--- src/rtl/scg_pkg.sv ---
// Shared widths and rate-code decode functions for the card clock / bit timing
// generator. Assumes Fi codes up to 2048 and a bit length that fits 12 bits minus one.
package scg_pkg;
    localparam int PRE_W = 6;
    localparam int FD_W  = 8;
    localparam int ETU_W = 12;

    // Clock-rate conversion factor for a 4-bit code; 0 marks a reserved code.
    function automatic logic [11:0] fi_of(input logic [3:0] code);
        case (code)
            4'd0, 4'd1: fi_of = 12'd372;
            4'd2:       fi_of = 12'd558;
            4'd3:       fi_of = 12'd744;
            4'd4:       fi_of = 12'd1116;
            4'd5:       fi_of = 12'd1488;
            4'd6:       fi_of = 12'd1860;
            4'd9:       fi_of = 12'd512;
            4'd10:      fi_of = 12'd768;
            4'd11:      fi_of = 12'd1024;
            4'd12:      fi_of = 12'd1536;
            4'd13:      fi_of = 12'd2048;
            default:    fi_of = 12'd0;
        endcase
    endfunction

    // Baud-adjust divisor for a 4-bit code; 0 marks a reserved code.
    function automatic logic [6:0] di_of(input logic [3:0] code);
        case (code)
            4'd1:    di_of = 7'd1;
            4'd2:    di_of = 7'd2;
            4'd3:    di_of = 7'd4;
            4'd4:    di_of = 7'd8;
            4'd5:    di_of = 7'd16;
            4'd6:    di_of = 7'd32;
            4'd7:    di_of = 7'd64;
            4'd8:    di_of = 7'd12;
            4'd9:    di_of = 7'd20;
            default: di_of = 7'd0;
        endcase
    endfunction
endpackage

--- src/rtl/scg_prescaler.sv ---
// Programmable prescaler. Produces a combinational tick every N master cycles
// (N = ratio, 0 treated as 1) and a registered copy of it. Assumes the ratio may
// change at any time; the count then wraps at the next reachable terminal value.
module scg_prescaler #(
    parameter int W = scg_pkg::PRE_W
) (
    input  logic         clk,
    input  logic         rst_n,
    input  logic [W-1:0] ratio,
    output logic         tick,
    output logic         tick_q
);
    logic [W-1:0] cnt_q;
    logic [W-1:0] last;

    assign last = (ratio == '0) ? '0 : ratio - W'(1);
    assign tick = (cnt_q >= last);

    // Count master cycles and wrap on the terminal value.
    always_ff @(posedge clk) begin
        if (!rst_n) cnt_q <= '0;
        else        cnt_q <= tick ? '0 : cnt_q + W'(1);
    end

    // Register the tick as the externally visible strobe.
    always_ff @(posedge clk) begin
        if (!rst_n) tick_q <= 1'b0;
        else        tick_q <= tick;
    end


    stb_single_chk: assert property (@(posedge clk) disable iff (!rst_n)
        (ratio > W'(1) && $stable(ratio) && tick_q) |-> !tick);
endmodule

--- src/rtl/scg_cardclk.sv ---
// Card clock toggle stage. Flips the clock on each prescaler tick while running;
// when stopped, the next tick drives it low and it stays there. Assumes tick is a
// single-cycle pulse from the prescaler, so a high phase is never cut short.
module scg_cardclk (
    input  logic clk,
    input  logic rst_n,
    input  logic tick,
    input  logic run,
    output logic cclk
);
    // Toggle when running, fall to low when stopped, only on a tick.
    always_ff @(posedge clk) begin
        if (!rst_n)    cclk <= 1'b0;
        else if (tick) cclk <= run ? ~cclk : 1'b0;
    end


    cclk_only_on_tick_chk: assert property (@(posedge clk) disable iff (!rst_n)
        !tick |=> $stable(cclk));


    cclk_parked_low_chk: assert property (@(posedge clk) disable iff (!rst_n)
        (!run && !cclk) |=> !cclk);
endmodule

--- src/rtl/scg_fd_decode.sv ---
// Rate-register decoder. Maps the Fi and Di codes to a bit length of floor(2*Fi/Di)
// prescaled ticks and returns it minus one as the counter limit. Flags reserved codes.
// Assumes the limit fits the counter width (largest length 4096).
module scg_fd_decode #(
    parameter int FD_W  = scg_pkg::FD_W,
    parameter int ETU_W = scg_pkg::ETU_W
) (
    input  logic [FD_W-1:0]  fd,
    output logic [ETU_W-1:0] lim,
    output logic             ok
);
    localparam int QW = ETU_W + 1;

    logic [11:0]   fi;
    logic [6:0]    di;
    logic [QW-1:0] quot;

    // Look up both factors and divide the doubled rate factor by the divisor.
    always_comb begin
        fi   = scg_pkg::fi_of(fd[FD_W-1 -: 4]);
        di   = scg_pkg::di_of(fd[3:0]);
        ok   = (fi != '0) && (di != '0);
        quot = ok ? (QW'({fi, 1'b0}) / QW'(di)) : QW'(1);
        lim  = ETU_W'(quot - QW'(1));
    end
endmodule

--- src/rtl/scg_etu_div.sv ---
// Bit-time divider. Counts prescaled ticks up to a limit and emits a boundary
// strobe on wrap and a centre strobe when the count reaches half the length.
// Holds the rate register and applies a new decoded limit only at a boundary;
// reserved codes keep the old limit. Assumes tick is a single-cycle pulse.
module scg_etu_div #(
    parameter int FD_W    = scg_pkg::FD_W,
    parameter int ETU_W   = scg_pkg::ETU_W,
    parameter int FD_RST  = 8'h11,
    parameter int LIM_RST = 743
) (
    input  logic            clk,
    input  logic            rst_n,
    input  logic            tick,
    input  logic [FD_W-1:0] fd_in,
    input  logic            fd_wr,
    output logic            edge_q,
    output logic            mid_q
);
    localparam int HW = ETU_W + 1;

    logic [FD_W-1:0]  fd_q;
    logic             pend_q;
    logic [ETU_W-1:0] cnt_q;
    logic [ETU_W-1:0] lim_q;
    logic [ETU_W-1:0] dec_lim;
    logic             dec_ok;
    logic             bound;
    logic             mid_hit;
    logic [HW-1:0]    half;

    scg_fd_decode #(.FD_W(FD_W), .ETU_W(ETU_W)) u_dec (
        .fd  (fd_q),
        .lim (dec_lim),
        .ok  (dec_ok)
    );

    assign bound   = tick && (cnt_q == lim_q);
    assign half    = (HW'(lim_q) + HW'(1)) >> 1;
    assign mid_hit = tick && ((HW'(cnt_q) + HW'(1)) == half);

    // Capture rate-register writes and mark them pending until a boundary.
    always_ff @(posedge clk) begin
        if (!rst_n) begin
            fd_q   <= FD_W'(FD_RST);
            pend_q <= 1'b0;
        end else if (fd_wr) begin
            fd_q   <= fd_in;
            pend_q <= 1'b1;
        end else if (bound) begin
            pend_q <= 1'b0;
        end
    end

    // Take a new valid limit only at a bit boundary.
    always_ff @(posedge clk) begin
        if (!rst_n)                          lim_q <= ETU_W'(LIM_RST);
        else if (bound && pend_q && dec_ok)  lim_q <= dec_lim;
    end

    // Count prescaled ticks within the current bit.
    always_ff @(posedge clk) begin
        if (!rst_n)    cnt_q <= '0;
        else if (tick) cnt_q <= bound ? '0 : cnt_q + ETU_W'(1);
    end

    // Register the boundary and centre strobes.
    always_ff @(posedge clk) begin
        if (!rst_n) begin
            edge_q <= 1'b0;
            mid_q  <= 1'b0;
        end else begin
            edge_q <= bound;
            mid_q  <= mid_hit;
        end
    end


    cnt_in_range_chk: assert property (@(posedge clk) disable iff (!rst_n)
        cnt_q <= lim_q);


    lim_only_at_bound_chk: assert property (@(posedge clk) disable iff (!rst_n)
        !bound |=> $stable(lim_q));


    edge_mid_apart_chk: assert property (@(posedge clk) disable iff (!rst_n)
        !(edge_q && mid_q));


    edge_single_chk: assert property (@(posedge clk) disable iff (!rst_n)
        edge_q |=> !edge_q);
endmodule

--- src/rtl/scg_clk_etu.sv ---
// Top of the card clock and bit-timing generator: prescaler, card clock toggle
// stage and bit-time divider driven from one master clock. Assumes all inputs are
// synchronous to clk.
module scg_clk_etu #(
    parameter int PRE_W = scg_pkg::PRE_W,
    parameter int FD_W  = scg_pkg::FD_W,
    parameter int ETU_W = scg_pkg::ETU_W
) (
    input  logic             clk,
    input  logic             rst_n,
    input  logic [PRE_W-1:0] presc_val,
    input  logic [FD_W-1:0]  fd_val,
    input  logic             fd_wr,
    input  logic             card_clk_on,
    output logic             card_clk,
    output logic             cclk_stb,
    output logic             etu_edge,
    output logic             etu_mid
);
    logic tick;

    scg_prescaler #(.W(PRE_W)) u_pre (
        .clk    (clk),
        .rst_n  (rst_n),
        .ratio  (presc_val),
        .tick   (tick),
        .tick_q (cclk_stb)
    );

    scg_cardclk u_cclk (
        .clk   (clk),
        .rst_n (rst_n),
        .tick  (tick),
        .run   (card_clk_on),
        .cclk  (card_clk)
    );

    scg_etu_div #(.FD_W(FD_W), .ETU_W(ETU_W)) u_etu (
        .clk    (clk),
        .rst_n  (rst_n),
        .tick   (tick),
        .fd_in  (fd_val),
        .fd_wr  (fd_wr),
        .edge_q (etu_edge),
        .mid_q  (etu_mid)
    );
endmodule

--- config.mk ---
export PLATFORM = sky130hd
export DESIGN_NAME = scg_clk_etu
export DESIGN_NICKNAME = d
export VERILOG_FILES = /design/src/rtl/scg_pkg.sv /design/src/rtl/scg_prescaler.sv /design/src/rtl/scg_cardclk.sv /design/src/rtl/scg_fd_decode.sv /design/src/rtl/scg_etu_div.sv /design/src/rtl/scg_clk_etu.sv
export SDC_FILE = /design/constraint.sdc
export NUM_CORES = 1
export LEC_CHECK = 0
export BUFFER_PORTS_ARGS = -buffer_cell sky130_fd_sc_hd__buf_2
export CORE_ASPECT_RATIO = 1.75
export CORE_UTILIZATION = 30
export DETAILED_ROUTE_END_ITERATION = 6
export HOLD_SLACK_MARGIN = 0.06
export PLACE_DENSITY = 0.43
export SETUP_SLACK_MARGIN = 0.4
export SLEW_MARGIN = 25
export SYNTH_ARGS = -nofsm -noshare
export SYNTH_HDL_FRONTEND = slang
export SYNTH_SLANG_ARGS = --single-unit
--- constraint.sdc ---
create_clock -name clk -period 24.4 [get_ports clk]
set_input_delay 4.88 -clock clk [delete_from_list [all_inputs] [get_ports clk]]
set_output_delay 4.88 -clock clk [all_outputs]
set_load 0.03 [all_outputs]
# Word level (Yosys, flattened, before mapping)
# Memory sizes are Yosys's and may differ from the RTL's. A register that Yosys moved wholly into a read port is not among the register bits.
# Cells that the tools add are included.
[word_totals] register_bits=43 mem_bits_ro=288 output_inout_bits=4 mem_count=2
[memory_table] memory="(no name shown)" words=16 word_bits=11 read_ports=1 rd_clocked_by_memory_dff=1 write_ports=0 line="scg_pkg.sv:10" text="case (code)"
[memory_table] memory="(no name shown)" words=16 word_bits=7 read_ports=1 rd_clocked_by_memory_dff=1 write_ports=0 line="scg_pkg.sv:28" text="case (code)"
[op_classes] addsub=6 div_mod_pow=1 order_cmp=1 eq_ne=2 n_mux=10 bitwise_logic=2 reduce_logical=10
[ops] op="$add 12x1->13 const B" n=2
[ops] op="$mux 12" n=2
[ops] op="$mux 4" n=4
[ops] op="$div 13x7->13" n=1
[ops] op="$eq 13x12->1" n=1
[ops] op="$add 12x1->12 const B" n=1
[ops] op="$eq 12x12->1" n=1
[ops] op="$reduce_bool 12->1" n=1
[ops] op="$sub 12x1->12 const B" n=1
[ops] op="$reduce_bool 7->1" n=1
[ops] op="$add 6x1->6 const B" n=1
[ops] op="$ge 6x6->1" n=1
[ops] op="$logic_not 6->1" n=1
[ops] op="$mux 6" n=1
[ops] op="$sub 6x1->6 const B" n=1
[ops] op="$logic_and 1x1->1" n=5
[ops] op="$mux 1" n=3
[ops] op="$not 1->1" n=2
[ops] op="$reduce_bool 2->1" n=1
[ops] op="$reduce_or 2->1" n=1

# Depth between registers and ports, before layout
# Gate-level depths: netlist (run 1).
[depth] word_depth=6 mapped_depth=126 mapped_depth_nobuf=116

# Modules after synthesis
# From an unflattened synthesis (run 1), not the netlist that was laid out.
[hier_totals] cells_unflattened=956 hier_area_um2=7387.1
[modules_own_cells] mod="scg_fd_decode" instances=1 cells_per_inst=645 area_each_um2=4675.7 seq_area_each_um2=0.0
[modules_own_cells] mod="scg_etu_div" instances=1 cells_per_inst=248 area_each_um2=2145.8 seq_area_each_um2=700.7
[modules_own_cells] mod="scg_prescaler" instances=1 cells_per_inst=59 area_each_um2=525.5 seq_area_each_um2=140.1
[modules_own_cells] mod="scg_cardclk" instances=1 cells_per_inst=4 area_each_um2=40.0 seq_area_each_um2=20.0

# Worst setup path after synthesis (run 1)
# Ideal clock, no wire load.
[synth_timing] kind="register -> register" start="reg, netlist name u_etu.u_dec.di[5]" end="reg u_etu.lim_q[10]" arrival_ns=23.588 t_required_ns=24.314 setup_slack_ns=0.727 stages_incl_launch_ff=117 period_less_slack_ns=23.673 cell_sequence="dfxtp_1 or4_1 clkbuf_1 nor3_1 a21oi_1 a21oi_1 ha_1 nor4b_1 nor2_1 a32oi_1 inv_1 ha_1 o211a_1 a211oi_1 or4_1 o21ai_0 ha_1 a21o_1 (+81 left out) mux2_2 ha_1 a21boi_0 o21ai_0 nand2b_1 a21oi_1 nor2b_1 o21ai_0 nand3b_1 a211o_1 nor3_2 a31oi_1 nor3_1 ha_1 nand2_1 nor3_1 xnor2_1 a211oi_1"
[synth_between] elab_chain_cells=4 word_cells_on_any_way=6 classes_between="1 x add/sub; 1 x div; 1 x mux; 3 x reduce/logical"
[synth_rtl] element="parallel branches: the longest is 4 deep, another holds $div 13x7->13"
[synth_rtl] element="end signal: assignment" line="scg_etu_div.sv:56" text="if (!rst_n) lim_q <= ETU_W'(LIM_RST);"
[synth_rtl] element="end signal: assignment" line="scg_etu_div.sv:57" text="else if (bound && pend_q && dec_ok) lim_q <= dec_lim;"
[synth_rtl] element="end: declaration" line="scg_etu_div.sv:24" text="logic [ETU_W-1:0] lim_q;"
# Parallel ways; which one is timed is not known.
# A chain may end at the register's enable or synchronous reset.

# Worst setup path in the final report (run 1)
[layout_timing] start="reg, netlist name u_etu.u_dec.di[4]" end="reg u_etu.lim_q[4]"
[layout_between] elab_chain_cells=4 word_cells_on_any_way=6 classes_between="1 x add/sub; 1 x div; 1 x mux; 3 x reduce/logical"
[layout_rtl] element="parallel branches: the longest is 4 deep, another holds $div 13x7->13"
# Parallel ways; which one is timed is not known.

==> qor.log, run 1 <==
INFO  setup_path     regToRegSetupSlack=1.95ns
INFO  global_route   gr-max-usage-layer=met2
INFO  clock_tree     cts.root.buffer_cell=clkbuf_16
INFO  setup_path     cp_max_stage_delay=0.61ns
INFO  synthesis      yosys_warnings=0
INFO  sta            final-hold-violation-count=0
INFO  synthesis      synth.net_count=1085
INFO  sta            setup_viol=0
INFO  setup_path     crit_path_end=u_etu.lim_q[4]$_SDFFE_PN0P_
INFO  route          wl=24.6mm
INFO  synthesis      synthDominantCellAreaShare=16.6%
INFO  global_route   globalRouteTotalUtil=19.7%
INFO  synthesis      yosysSeqAreaShare=16.6%
INFO  sta            max_freq=44.5MHz
INFO  setup_path     timing.critical_path.slowest_stage_cell=or4_4
INFO  sta            min_period_over_period=92.0%
INFO  setup_path     worst-r2r-cell-count=111
INFO  synthesis      synth_edf_count=0
INFO  route          routedWlPerCell=18.5um
INFO  synthesis      synthCells=979
INFO  route          ant_nets=0
INFO  setup_path     rr_endpoint=u_etu.lim_q[4]$_SDFFE_PN0P_
INFO  global_route   grt_overflow_total=0
INFO  route          route.vias.total=7288
INFO  global_route   grt_use_met1=18.8%
INFO  status         status=complete, no violations
INFO  synthesis      average_cell_area_after_synthesis=7.50um2
INFO  setup_path     critical-path-top-delay-family=compound AO/OA/AOI/OAI gates
INFO  global_route   number_of_antenna_violations_at_the_first_check_in_global_routing=0
INFO  floorplan      coreArea=0.0240mm2
INFO  floorplan      ios=22
INFO  placement      dp_hpwl=20.2mm
INFO  layout         fill_cells=2624
INFO  floorplan      fp-row-count=75
INFO  setup_path     critPathLaunch=u_etu.u_dec.di[4]$_DFF_P_
INFO  floorplan      die-width=120um
INFO  synthesis      netlist_area=0.00734mm2
INFO  sta            number_of_max_slew_violations_in_the_final_report=0
INFO  global_route   use_met2=40.8%
INFO  floorplan      initial_core_util=30.6%
INFO  route          post-route-drc-count=0
INFO  synthesis      yosys.cell_types.count=79
INFO  route          initialDrtViolationCount=334
INFO  clock_tree     h-tree-depth=3
INFO  global_route   grt_util_met3=1.15%
INFO  setup_path     setup.worst_path.class=reg -> reg
INFO  placement      gp_congestion=0.872
INFO  sta            clock_skew=0.00601ns
INFO  layout         antenna_cells_inserted=0
INFO  route          avgViaCountPerCell=5.47
INFO  clock_tree     cts-buffers-inserted=9
INFO  sta            timing.final.crit_period=22.45ns
INFO  setup_path     critical_path_cell_count=111
INFO  global_route   grt_start_max_net_pins=20
INFO  layout         commonest_cells_after_routing_fill_and_taps_aside=89 x nand2_1, 84 x ha_1, 82 x nor2_1
INFO  synthesis      synth_ff_type=dfxtp_1
INFO  layout         drive_above_1_share=17.0%
INFO  setup_path     timing.critical_path.arrival=22.65ns
INFO  layout         final_nets=1126
INFO  synthesis      synth.largest_area_cell=dfxtp_1
INFO  clock_tree     tritoncts=built
INFO  sta            worst_pin_slew=0.833ns
INFO  route          drt_first_pass_iters=5
INFO  setup_path     required_time_reported_for_the_critical_path_endpoint=24.60ns
INFO  global_route   grt_first_pass_wirelength=38.7mm
INFO  synthesis      synth_area_leaders=dfxtp_1 17%, ha_1 15%, xnor2_1 4.9%
INFO  setup_path     timing.critical_path.from_type=flip-flop
INFO  setup_path     worstSetupEndpointType=flip-flop
INFO  floorplan      die_height=209um
INFO  global_route   via_count_of_the_first_global_routing_pass=7440
INFO  layout         syn_to_final_growth=17.0%
INFO  synthesis      postSynthRegisterBits=61
INFO  placement      io_buffers=21
INFO  synthesis      synthArstFlopShare=0%
INFO  sta            timing.slew.headroom=44.1%
INFO  worst_hold_path worstHoldPathType=reg -> reg
INFO  layout         final_core_util=35.8%
INFO  clock_tree     insertion_delay=0.33ns
INFO  clock_tree     worst_setup_hold_path_clk_slew=0.05ns
INFO  setup_path     critical-path-top-cell-by-count=ha_1
INFO  setup_path     worst-path-buf-inv=5
INFO  setup_path     worstPathMaxFanout=16
INFO  sta            rsz_0062_raised_after_global_routing=false
INFO  job            drv.max_cap_violation_count=0
INFO  clock_tree     clk_path_buf_depth=2
INFO  setup_path     reg2reg_from=u_etu.u_dec.di[4]$_DFF_P_
INFO  clock_tree     clock-sinks=61
INFO  floorplan      die-area=0.0251mm2
INFO  layout         mostFrequentLayoutCell=nand2_1
## cells in the mapped netlist (all sizes together), types with 5 or more instances
master	instances
inv	40
o21a	27
nor4	11
a21oi	62
nand2b	12
or4	8
or3	11
xor2	35
nand3b	6
dfxtp	61
nor3	48
xnor2	41
nor2b	9
o211ai	13
and3	14
a21boi	9
clkbuf	30
a21o	8
a211oi	9
nand4	15
nor2	90
mux2i	17
and2	7
or2	8
ha	87
a311oi	6
a31oi	14
buf	5
o31ai	12
o21ai	66
mux2	15
nand2	91
nand3	34
## repair_timing
item	4_1_cts	5_1_grt
resized for setup	18	62
buffers inserted	4	12
pin swaps	2	15
setup endpoints to repair	12	12
endpoints found under the hold margin	0	0
hold buffers	0	0
## through the flow
step                cells  hold WS (ns)  worst slack, ns  setup TNS, ns  cell area (um2)
floorplan             979         0.426            0.727              0             7340
global placement     1301         0.451           -0.628          -2.39             7900
detailed placement   1301         0.461           -0.886          -4.06             7900
CTS                  1320         0.468            0.490              0             8270
global route         1332         0.487            0.380              0             8590
finish               1332         0.460             1.95              0             8590
## registers in the layout (all words and copies together), names as in the netlist
signal	cells
u_etu.cnt_q	12
u_etu.lim_q	12
u_etu.u_dec.fi	11
u_etu.fd_q	8
u_etu.u_dec.di	7
u_pre.cnt_q	6
u_cclk.cclk	1
u_etu.edge_q	1
u_etu.mid_q	1
u_etu.pend_q	1
u_pre.tick_q	1
## kinds of logic after synthesis
family,Yosys count,share of synthesized area (%)
AO/OA/AOI/OAI,272,24.8
XOR/XNOR,76,9.06
adder cells (fa/ha/maj),88,15.1
buffers and inverters,76,4.07
flip-flops,61,16.6
multiplexers,33,5.03
AND/OR/NAND/NOR,373,25.4
## tightest hold or removal path, delay by kind of cell, from the launching register on
| kind | cells | cell delay, ns |
|---|---|---|
| AO/OA/AOI/OAI | 1 | 0.05 |
| AND/OR/NAND/NOR | 1 | 0.05 |
| flip-flops | 1 | 0.31 |
## layout make-up
cell class,instances,area (um2),share of cell area [%]
multi-input cells,842,6120,71.2
flip-flops and latches,61,1220,14.2
repair buffers,65,443,5.16
well taps,308,385,4.49
clock buffers,11,243,2.83
inverters,41,154,1.79
clock inverters,4,25.0,0.291
## worst min-delay path by stage
stage                                    from  slack (ns)  cells after the start                        end
floorplan           u_pre.cnt_q[0]$_SDFF_PP0_        0.43                      1  u_pre.cnt_q[0]$_SDFF_PP0_
global placement     u_cclk.cclk$_SDFFE_PN0P_        0.45                      2   u_cclk.cclk$_SDFFE_PN0P_
global route        u_pre.cnt_q[0]$_SDFF_PP0_        0.49                      1  u_pre.cnt_q[0]$_SDFF_PP0_
CTS                  u_cclk.cclk$_SDFFE_PN0P_        0.47                      2   u_cclk.cclk$_SDFFE_PN0P_
detailed placement   u_cclk.cclk$_SDFFE_PN0P_        0.46                      2   u_cclk.cclk$_SDFFE_PN0P_
finish               u_cclk.cclk$_SDFFE_PN0P_        0.46                      2   u_cclk.cclk$_SDFFE_PN0P_
## layer usage
metal,wire (um),vias to the layer above
met5,0,-
met2,14300,106
li1,-,3698
met3,418,51
met1,8890,3433
met4,1080,0
Power of run 1 is not shown: default switching activity piles up to over one toggle a cycle in this logic, so the estimate is an artifact.
==> run 2, diff against run 1 <==
ABC_AREA = 1   (was default)
SKIP_LAST_GASP = 1   (was default)
TNS_END_PERCENT = 5   (was default)
==> qor.log, run 2 <==
INFO  status         status=complete, no violations
INFO  synthesis      yosysSeqAreaShare=17.6% [+1.0 points]
INFO  synthesis      synth_ff_type=dfxtp_1
INFO  worst_hold_path worstHoldPathType=reg -> reg
INFO  setup_path     timing.critical_path.slowest_stage_cell=ha_1
INFO  setup_path     timing.critical_path.from_type=flip-flop
INFO  layout         antenna_cells_inserted=0 [unchanged]
INFO  sta            clock_skew=0.0106ns [+0.00457 ns]
INFO  sta            timing.slew.headroom=50.3% [+6.2 points]
INFO  setup_path     required_time_reported_for_the_critical_path_endpoint=24.62ns [+0.02 ns]
INFO  sta            number_of_max_slew_violations_in_the_final_report=0 [unchanged]
INFO  clock_tree     h-tree-depth=3 [unchanged]
INFO  synthesis      synth.net_count=1168 [+7.6%]
INFO  clock_tree     tritoncts=built
INFO  floorplan      die_height=203um [-2.9%]
INFO  clock_tree     worst_setup_hold_path_clk_slew=0.06ns [about the same]
INFO  synthesis      leading_cell_type_by_number_of_instances_after_synthesis=nand2_1
INFO  synthesis      yosys_warnings=0 [unchanged]
INFO  sta            fin_hold_ws=0.455ns [-0.00546 ns]
INFO  route          post-route-drc-count=0 [unchanged]
INFO  global_route   grt_util_met3=1.25% [+0.11 points]
INFO  global_route   grt_start_max_net_pins=19 [-5.0%]
INFO  route          ant_nets=0 [unchanged]
INFO  sta            fin_setup_tns=0ns [unchanged]
INFO  setup_path     regToRegSetupSlack=3.14ns [+1.19 ns]
INFO  placement      dp_hpwl=16.4mm [-19%]
INFO  global_route   number_of_antenna_violations_at_the_first_check_in_global_routing=0 [unchanged]
INFO  setup_path     critPathLaunch=u_etu.u_dec.di[0]$_SDFF_PP0_
INFO  setup_path     critical-path-top-cell-by-count=nand2_1
INFO  layout         fill_cells=2544 [-3.0%]
INFO  setup_path     timing.critical_path.arrival=21.48ns [-1.17 ns]
INFO  route          routedWlPerCell=14.1um [-24%]
INFO  floorplan      initial_core_util=30.6% [about the same]
INFO  setup_path     worstPathMaxFanout=15 [-1]
INFO  layout         final_core_util=33.8% [-1.9 points]
INFO  synthesis      postSynthRegisterBits=61 [unchanged]
INFO  global_route   grt_overflow_total=0 [unchanged]
INFO  synthesis      netlist_area=0.00693mm2 [-5.7%]
INFO  setup_path     worstSetupEndpointType=flip-flop
INFO  sta            rsz_0062_raised_after_global_routing=false
INFO  global_route   via_count_of_the_first_global_routing_pass=6589 [-11%]
INFO  global_route   grt_first_pass_wirelength=31.5mm [-19%]
INFO  layout         drive_above_1_share=9.61% [-7.4 points]
INFO  setup_path     setup.worst_path.class=reg -> reg
INFO  global_route   grt_use_met1=16.3% [-2.6 points]
INFO  synthesis      post_synth_top_cells=230 x nand2_1, 142 x inv_1, 90 x nor2_1, 87 x ha_1, 66 x nand3_1
INFO  layout         mostFrequentLayoutCell=nand2_1
INFO  synthesis      synthCells=1062 [+8.5%]
INFO  floorplan      ios=22 [unchanged]
INFO  synthesis      synthArstFlopShare=0% [unchanged]
INFO  synthesis      synth_area_leaders=dfxtp_1 18%, ha_1 16%, nand2_1 12%
INFO  synthesis      synthDominantCellAreaShare=17.6% [+1.0 points]
INFO  route          route.vias.total=6534 [-10%]
INFO  job            drv.max_cap_violation_count=0 [unchanged]
INFO  floorplan      die-width=117um [-2.8%]
INFO  clock_tree     cts.root.buffer_cell=clkbuf_16
INFO  sta            timing.final.crit_period=21.26ns [-1.19 ns]
INFO  sta            final-hold-violation-count=0 [unchanged]
INFO  global_route   globalRouteTotalUtil=17.2% [-2.5 points]
INFO  setup_path     worst-r2r-cell-count=139 [+25%]
INFO  worst_hold_path timing.hold.worst.start=u_etu.fd_q[4]$_SDFFE_PN1P_
INFO  worst_hold_path worst_hold_path.num_cells=2 [unchanged]
INFO  setup_path     rr_endpoint=u_etu.lim_q[10]$_SDFFE_PN0P_
INFO  route          initialDrtViolationCount=273 [-18%]
INFO  route          drt_first_pass_iters=4 [-1]
INFO  worst_hold_path destination_of_the_worst_hold_path=u_etu.fd_q[4]$_SDFFE_PN1P_
INFO  global_route   use_met2=36.0% [-4.8 points]
INFO  clock_tree     clk_path_buf_depth=2 [unchanged]
INFO  sta            min_period_over_period=87.1% [-4.9 points]
INFO  synthesis      average_cell_area_after_synthesis=6.52um2 [-13%]
INFO  sta            worst_pin_slew=0.739ns [-0.0935 ns]
INFO  placement      io_buffers=21 [unchanged]
INFO  sta            setup_viol=0 [unchanged]
INFO  floorplan      fp-row-count=73 [-2.7%]
INFO  synthesis      synth_edf_count=0 [unchanged]
INFO  clock_tree     post_cts_buffers=0 [-4]
INFO  synthesis      synth.largest_area_cell=dfxtp_1
INFO  sta            max_freq=47.0MHz [+5.6%]
INFO  clock_tree     clock-sinks=61 [unchanged]
INFO  placement      gp_congestion=0.777 [-11%]
INFO  setup_path     reg2reg_from=u_etu.u_dec.di[0]$_SDFF_PP0_
INFO  layout         commonest_cells_after_routing_fill_and_taps_aside=230 x nand2_1, 142 x inv_1, 90 x nor2_1
INFO  global_route   gr-max-usage-layer=met2
INFO  setup_path     cp_max_stage_delay=0.40ns [-0.21 ns]
INFO  floorplan      die-area=0.0237mm2 [-5.6%]
INFO  clock_tree     cts-buffers-inserted=9 [unchanged]
INFO  floorplan      coreArea=0.0227mm2 [-5.7%]
INFO  synthesis      yosys.cell_types.count=55 [-30%]
INFO  layout         syn_to_final_growth=10.6%
INFO  clock_tree     insertion_delay=0.33ns [about the same]
INFO  route          avgViaCountPerCell=4.73 [-14%]
INFO  route          wl=19.5mm [-21%]
INFO  layout         final_nets=1183 [+5.1%]
-- run 2: cell types whose count changed in the layout (fill, tap and decap cells not counted), sizes merged, moves of 18 or more --
cell	previous run	this run
buf	65	23
inv	40	155
nand2	91	245
nand3	34	77
o21a	27	1
xor2	35	53
-- run 2: cells by family (layout without fill, tap and decap cells) --
logic type      Yosys count  after routing  share of synthesized area, %
buf+inv                 175            195                          9.77
fa+ha+maj                88             88                          16.0
simple gates            494            494                          32.8
compound gates          166            166                          13.9
flops                    61             61                          17.6
xor+xnor                 78             78                          9.86
-- run 2: critical path: cells and delay by family (launching register included) --
| family | cells | cell delay, ns |
|---|---|---|
| XOR/XNOR | 1 | 0.12 |
| flip-flops | 1 | 0.39 |
| buffers and inverters | 16 | 1.81 |
| adder cells (fa/ha/maj) | 14 | 4.32 |
| AO/OA/AOI/OAI | 37 | 6.51 |
| AND/OR/NAND/NOR | 71 | 7.92 |
-- run 2: through the flow --
| step | instances | instance area (um2) | setup WS (ns) |
|---|---|---|---|
| floorplan | 1062 | 6930 | 5.65 |
| global placement | 1366 | 7330 | 2.91 |
| detailed placement | 1366 | 7330 | 2.63 |
| CTS | 1382 | 7650 | 2.58 |
| global route | 1382 | 7660 | 0.504 |
| finish | 1382 | 7660 | 3.14 |
-- run 2: worst max-delay path by stage --
stage / endpoint / slack, ns
after CTS: u_etu.lim_q[10]$_SDFFE_PN0P_ / 2.58
after floorplan: u_etu.lim_q[10]$_SDFFE_PN0P_ / 5.65
final: u_etu.lim_q[10]$_SDFFE_PN0P_ / 3.14
after global placement: u_etu.lim_q[10]$_SDFFE_PN0P_ / 2.91
after detailed placement: u_etu.lim_q[10]$_SDFFE_PN0P_ / 2.63
after global routing: u_etu.lim_q[10]$_SDFFE_PN0P_ / 0.50
-- run 2: metal layers --
metal	vias up	routed length, um	share of wire (%)
met2	47	11300	58
met1	2937	7340	38
met4	0	698	3.6
met5	-	0	0
li1	3521	-	-
met3	29	157	0.81
-- run 2: timing repair --
| action | in CTS | in global routing |
|---|---|---|
| resized for setup | 0 | 2 |
| endpoints found under the setup margin | 0 | 3 |
| hold buffers | 0 | 0 |
-- run 2: cell type report --
class | count | area [um2] | area share [%]
multi-input combinational | 826 | 5030 | 65.7
timing repair buffer | 23 | 120 | 1.57
inverter | 156 | 586 | 7.64
clock buffer | 10 | 229 | 2.99
tap | 300 | 375 | 4.90
sequential | 61 | 1220 | 15.9
clock inverter | 6 | 95.1 | 1.24
Power of run 2 is left out for the same reason.
